**config.mk**
```make
export PLATFORM = sky130hd
export DESIGN_NAME = fpx_fault_resp
export DESIGN_NICKNAME = d
export VERILOG_FILES = /design/src/rtl/fpx_fault_pkg.sv /design/src/rtl/fpx_fault_value.sv /design/src/rtl/fpx_fault_flags.sv /design/src/rtl/fpx_fault_resp.sv
export SDC_FILE = /design/constraint.sdc
export NUM_CORES = 1
export LEC_CHECK = 0
export BUFFER_PORTS_ARGS = -buffer_cell sky130_fd_sc_hd__clkbuf_2
export CAP_MARGIN = 20
export CORE_UTILIZATION = 38
export DETAILED_ROUTE_END_ITERATION = 10
export PLACE_DENSITY = 0.94
export REMOVE_ABC_BUFFERS = 1
export SLEW_MARGIN = 10
export SYNTH_ARGS = -nofsm -noshare
export SYNTH_HDL_FRONTEND = slang
export SYNTH_SLANG_ARGS = --single-unit
```
**constraint.sdc**
```tcl
create_clock -name clk -period 2.8 [get_ports clk]
set_input_delay 0.42 -clock clk [delete_from_list [all_inputs] [get_ports clk]]
set_output_delay 0.42 -clock clk [all_outputs]
set_load 0.01 [all_outputs]
```
**src/rtl/fpx_fault_pkg.sv**
```systemverilog
package fpx_fault_pkg;

    localparam int EXP_W  = 15;
    localparam int MANT_W = 64;
    localparam int VAL_W  = 1 + EXP_W + MANT_W;
    localparam int STAT_W = 32;

    typedef enum logic [1:0] {
        KIND_DZ    = 2'd0,
        KIND_DZLOG = 2'd1,
        KIND_OPERR = 2'd2,
        KIND_RSVD  = 2'd3
    } fault_kind_e;

    // condition nibble positions (within the nibble)
    localparam int CC_NEG = 3;
    localparam int CC_INF = 1;
    localparam int CC_NAN = 0;
    // exception byte positions
    localparam int EX_OPERR = 5;
    localparam int EX_DZ    = 2;
    // accrued byte positions
    localparam int AC_IOP = 7;
    localparam int AC_DZ  = 4;

    typedef struct packed {
        logic              valid;
        logic [VAL_W-1:0]  value;
        logic [STAT_W-1:0] status;
        logic              inhibit;
    } resp_state_t;

endpackage

```
**src/rtl/fpx_fault_value.sv**
```systemverilog
module fpx_fault_value
    import fpx_fault_pkg::*;
#(
    parameter int E_W = EXP_W,
    parameter int M_W = MANT_W
) (
    input  fault_kind_e        kind,
    input  logic               neg_eff,
    output logic [E_W+M_W:0]   value
);
    localparam logic [E_W-1:0] EXP_MAX = {E_W{1'b1}};

    always_comb begin
        unique case (kind)
            KIND_DZ, KIND_DZLOG: value = {neg_eff, EXP_MAX, {M_W{1'b0}}};
            KIND_OPERR:          value = {1'b0, EXP_MAX, {M_W{1'b1}}};
            default:             value = '0;
        endcase
    end
endmodule

```
**src/rtl/fpx_fault_flags.sv**
```systemverilog
module fpx_fault_flags
    import fpx_fault_pkg::*;
(
    input  logic [STAT_W-1:0] status_q,
    input  logic              fire,
    input  fault_kind_e       kind,
    input  logic              neg_eff,
    input  logic              clr,
    output logic [STAT_W-1:0] status_d
);
    logic [3:0] cc_d;
    logic [7:0] exc_d;
    logic [7:0] acc_d;

    always_comb begin
        cc_d  = status_q[27:24];
        exc_d = status_q[15:8];
        acc_d = clr ? 8'h00 : status_q[7:0];
        if (fire) begin
            unique case (kind)
                KIND_DZ, KIND_DZLOG: begin
                    cc_d           = '0;
                    cc_d[CC_INF]   = 1'b1;
                    cc_d[CC_NEG]   = neg_eff;
                    exc_d          = '0;
                    exc_d[EX_DZ]   = 1'b1;
                    acc_d[AC_DZ]   = 1'b1;
                end
                KIND_OPERR: begin
                    cc_d[CC_NAN]    = 1'b1;
                    exc_d[EX_OPERR] = 1'b1;
                    acc_d[AC_IOP]   = 1'b1;
                end
                default: ;
            endcase
        end
        status_d = {4'h0, cc_d, 8'h00, exc_d, acc_d};
    end
endmodule

```
**src/rtl/fpx_fault_resp.sv**
```systemverilog
module fpx_fault_resp
    import fpx_fault_pkg::*;
(
    input  logic              clk,
    input  logic              rst_n,
    input  logic              evt_valid,
    input  logic [1:0]        evt_kind,
    input  logic              src_neg,
    input  logic              trap_en_dz,
    input  logic              trap_en_operr,
    input  logic              stat_clr,
    output logic              res_valid,
    output logic [VAL_W-1:0]  res_value,
    output logic [STAT_W-1:0] status,
    output logic              store_inh
);
    resp_state_t r_d, r_q;

    fault_kind_e       kind;
    logic              fire, is_dz, trap, neg_eff;
    logic [VAL_W-1:0]  dflt_val;
    logic [STAT_W-1:0] status_nx;

    assign kind    = fault_kind_e'(evt_kind);
    assign is_dz   = (kind == KIND_DZ) || (kind == KIND_DZLOG);
    assign fire    = evt_valid && (kind != KIND_RSVD);
    assign neg_eff = (kind == KIND_DZLOG) || src_neg;
    assign trap    = is_dz ? trap_en_dz : trap_en_operr;

    fpx_fault_value #(.E_W(EXP_W), .M_W(MANT_W)) u_value (
        .kind    (kind),
        .neg_eff (neg_eff),
        .value   (dflt_val)
    );

    fpx_fault_flags u_flags (
        .status_q (r_q.status),
        .fire     (fire),
        .kind     (kind),
        .neg_eff  (neg_eff),
        .clr      (stat_clr),
        .status_d (status_nx)
    );

    always_comb begin
        r_d         = r_q;
        r_d.valid   = fire && !trap;
        r_d.status  = status_nx;
        if (fire) begin
            r_d.inhibit = trap;
            if (!trap) r_d.value = dflt_val;
        end
    end

    always_ff @(posedge clk) begin
        if (!rst_n) r_q <= '0;
        else        r_q <= r_d;
    end

    assign res_valid = r_q.valid;
    assign res_value = r_q.value;
    assign status    = r_q.status;
    assign store_inh = r_q.inhibit;

    p_valid_after_strobe_r2: assert property (@(posedge clk) disable iff (!rst_n)
        res_valid |-> $past(evt_valid));

    p_inhibit_blocks_result_r7: assert property (@(posedge clk) disable iff (!rst_n)
        store_inh |-> !res_valid);

    p_accrued_sticky_r9: assert property (@(posedge clk) disable iff (!rst_n)
        !stat_clr |=> ((status[7:0] & $past(status[7:0])) == $past(status[7:0])));

    p_log_sets_neg_r4: assert property (@(posedge clk) disable iff (!rst_n)
        (evt_valid && evt_kind == 2'd1) |=> status[27]);

    p_inhibit_held_r8: assert property (@(posedge clk) disable iff (!rst_n)
        (!evt_valid || evt_kind == 2'd3) |=> $stable(store_inh));
endmodule

```
# Yosys cells after proc, flatten, opt, wreduce, memory -nomap -nowiden
# Cells that the tools add are included.
# word_totals
ff_bits,100
input_bits,9
output_inout_bits,114
word_cells,30
# op_classes
eq_ne,3
mux,8
bitwise,1
reduce_logical,11
# op_table
operator,count
case mux 80 bit (2 select lines),1
two-way mux 8 bit,1
AND reduction 2 bit,3
two-way mux 1 bit,5
"== test 2 x 1 -> 1 bit, second input constant",1
"== test 2 bit, second input constant",1
logical AND 1 bit,2
zero test 2 bit,1
logical OR 1 bit,2
"!= test 2 bit, second input constant",1
case mux 1 bit (2 select lines),1
nonzero test 2 bit,1
OR reduction 2 bit,1
zero test 1 bit,1
inverter 1 bit,1

# Depth between registers and ports, before layout
# depth
word_depth,5
depth_mapped,4
depth_no_buf,3

# Cells and area by module
# A second synthesis with hierarchy kept.
# hier_totals
cells_unflattened,544
area_unflattened_um2,5083.6
# modules_own_cells
module,instances,cells_each,area_each_um2,seq_area_each_um2
fpx_fault_resp,1,426,4215.3,2282.2
fpx_fault_value,1,80,596.8,0.0
fpx_fault_flags,1,38,271.5,0.0

# Worst setup path before layout
# Ideal clock, no wire load.
# synth_timing
path_type,register to output
from,"register, netlist name res_value[63]"
to,output port res_value[10]
t_arrival_ns,1.673
required_time_ns,2.380
path_slack_ns,0.707
stages_incl_launch_ff,2
n_path_buf,1
path_cell_list,dfxtp_1 > buf_4
# synth_rtl
element,line,text
"end, declared",fpx_fault_resp.sv:13,"output logic [VAL_W-1:0] res_value,"

==> run_results.csv <==
group,metric,value,unit
pwr,clockPowerShare,26.1,%
routing,firstDrtPassIters,6,
synthesis,ys.flop_type,"dfxtp_1",
placement,pre_cts_ws,1.21,ns
clock_network,cts_buffers,3,
routing,routed_wl,1.65,mm
placement,io_buffers,97,
routing,via_count,718,
clock_network,post-cts-setup-buffers,0,
global_route,grt_max_degree,67,
layout,n_antenna_cell,0,
critical_path,setup.worst_path.end_class,"output pin",
pwr,p_int,0.000239,W
clock_network,cts.sinks,10,
timing,slew_headroom,41.8,%
clock_network,cts_tree,"yes",
critical_path,worstSetupPathType,"flip-flop to output pin",
layout,nNetsFinal,176,
pwr,total_power,0.000359,W
floorplanning,initial_core_util,41.2,%
layout,layout.cells.non_filler,196,
pwr,p_leak,0.683,nW
synthesis,ys_async_sr_fraction,0,%
floorplanning,num_rows,19,
synthesis,synthTopCellsByCount,"105 x buf_4, 10 x dfxtp_1, 7 x nor2_1",
pwr,power_density,354,nW/um^2
global_route,grt_usage,8.70,%
global_route,grt_pass1_wl,2.21,mm
clock_network,clk_pin_slew,0.06,ns
pwr,vdd_drop_max,0.000202,V
critical_path,path_cells,"clkbuf_2",
timing,fin_crit_sh,66.5,%
clock_network,post_cts_resized,0,
synthesis,ys_ff_latch,10,
critical_path,cp_top_family,"flip-flops",
synthesis,synth_area_per_cell,7.99,sq um
pwr,p_sw_share,33.5,%
clock_network,clk_latency,0.26,ns
pwr,pwr-share-comb,29.0,%
clock_network,root_buffer,"clkbuf_4",
critical_path,worst_path_max_delay_cell,"dfxtp_2",
timing,rsz0062_at_grt,"false",
clock_network,cts_buffer_depth,2,
timing,setup_violations,0,
layout,final_core_util,35.9,%
run_status,violations,"DRC",
timing,hold_violations,0,
placement,dp_hpwl,1.37,mm
floorplanning,coreArea,2830,sq um
synthesis,syn_area,1170,sq um
layout,synthToLayoutAreaGrowth,-12.9,%
layout,multi_input_area,268,sq um
global_route,grt_pass1_vias,486,
synthesis,synth_top_area_share,67.6,%
critical_path,worstPathRequired,2.38,ns
layout,seq_area,201,sq um
synthesis,synth_most_common_cell,"buf_4",
synthesis,synth.largest_area_cell,"buf_4",
layout,fillers,292,
synthesis,yosysWarnings,0,
critical_path,worst_setup_path_start_kind,"flip-flop",
routing,wl_per_cell,8.42,um
floorplanning,die-width,57.4,um
critical_path,path_buf_inv,1,
clock_network,ctsHoldBuffers,0,
layout,drive_gt1_share,61.8,%
critical_path,cp_max_fo,66,
synthesis,synth_cell_type_count,15,
timing,fmax,537,MHz
placement,gp_congestion,0.692,
timing,final.setup_skew,0,ns
floorplanning,boundaryPins,123,
synthesis,postSynthCellCount,146,
placement,post-place-cells,193,
routing,ant_nets,0,
synthesis,synth_edf_count,0,
routing,routed_via_density,3.66,
timing,min_period,1.86,ns
hold_path,hold_path.class,"input pin to flip-flop",
critical_path,max_stage_delay,0.90,ns
pwr,switchingPower,0.000120,W
clock_network,htree_levels,1,
routing,drcViolationCount,4,
timing,fin_ws,0.939,ns
global_route,antenna_found_initial,0,
timing,slew_viol_final,0,
timing,worst_pin_slew,0.873,ns
global_route,grt_overflow_total,0,
floorplanning,die_h,57.4,um
floorplanning,die_area,3290,sq um
pwr,power_frac_seq,44.9,%
synthesis,seq_area_frac_synth,17.2,%
synthesis,synth_area_leaders,"buf_4 68%, dfxtp_1 17%, o21a_1 2.6%",
critical_path,arrival,1.44,ns
run,drv_cap,0,
routing,drt_iter0_drc,8,
run_status,outcome,"complete, but fails checks",
==> final timing paths <==
kind | start | to | slack [ns] | cells after the start
setup reg to reg | res_value[63] | res_value[63] | 1.40 | 2
hold reg to reg | res_value[79] | res_value[79] | 0.48 | 2
setup / recovery | res_value[63] | res_value[4] | 0.94 | 1
hold / removal | evt_valid | res_value[63] | 0.43 | 2
==> power groups by stage <==
| stage | clock, W | sequential [W] | combinational (W) |
|---|---|---|---|
| final | 0.0000938 | 0.000161 | 0.000104 |
| after global routing | 0.000108 | 0.000163 | 0.000114 |
| after CTS | 0.0000965 | 0.000162 | 0.000105 |
| after detailed placement | 0 | 0.000165 | 0.000104 |
| after global placement | 0 | 0.000164 | 0.000103 |
| after floorplan | 0 | 0.000187 | 0.0000289 |
==> kinds of logic (layout without fill, tap and decap cells) <==
logic type / Yosys count / count (layout) / synth area share [%]
other: 1 / 25 / 0.322
AND/OR/NAND/NOR: 18 / 18 / 8.05
AO/OA/AOI/OAI: 12 / 12 / 6.87
flip-flops: 10 / 10 / 17.2
buffers and inverters: 105 / 100 / 67.6
==> layer usage <==
layer | vias to the layer above | wire length, um | track usage, %
met3 | 4 | 155 | 0.907
met2 | 55 | 899 | 16.1
met4 | 0 | 28 | 7.32
met5 | - | 0 | 0
met1 | 292 | 568 | 8.58
li1 | 367 | - | -
==> stage by stage <==
stage	hold WS (ns)	setup TNS [ns]	area (sq um)
after floorplan	0.480	-132.77	468
after global placement	0.459	0	993
after detailed placement	0.462	0	993
after CTS	0.427	0	1020
after global routing	0.442	0	1020
final	0.429	0	1020
==> cell type report <==
type,instances,share of cell area (%)
multi-input cells,55,26.4
clock buffers,3,2.22
repair buffers,97,47.8
flip-flops and latches,10,19.8
well taps,31,3.82
==> registers in the layout (all words and copies together) (netlist names) <==
signal / cells
res_valid: 1
store_inh: 1
status: 5
res_value: 3
==> worst register-to-register path, cell delays in order, from the launching register on <==
cell	delay [ns]
dfxtp_2	0.90
o21ai_0	0.22
a211oi_1	0.19
==> placed cells by master, fill, tap and decap left out, types with 2 or more instances in the layout <==
cell type / netlist / routed
o21a_1: 4 / 4
a21oi_1: 2 / 2
o21ai_0: 3 / 3
nor2b_1: 4 / 4
clkbuf_4: 0 / 3
nand2_1: 3 / 3
nor2_1: 7 / 7
nor3b_1: 2 / 2
conb_1: 1 / 25
clkbuf_2: 0 / 97
dfxtp_1: 10 / 9
No activity file was read; power rests on OpenSTA's default activity.
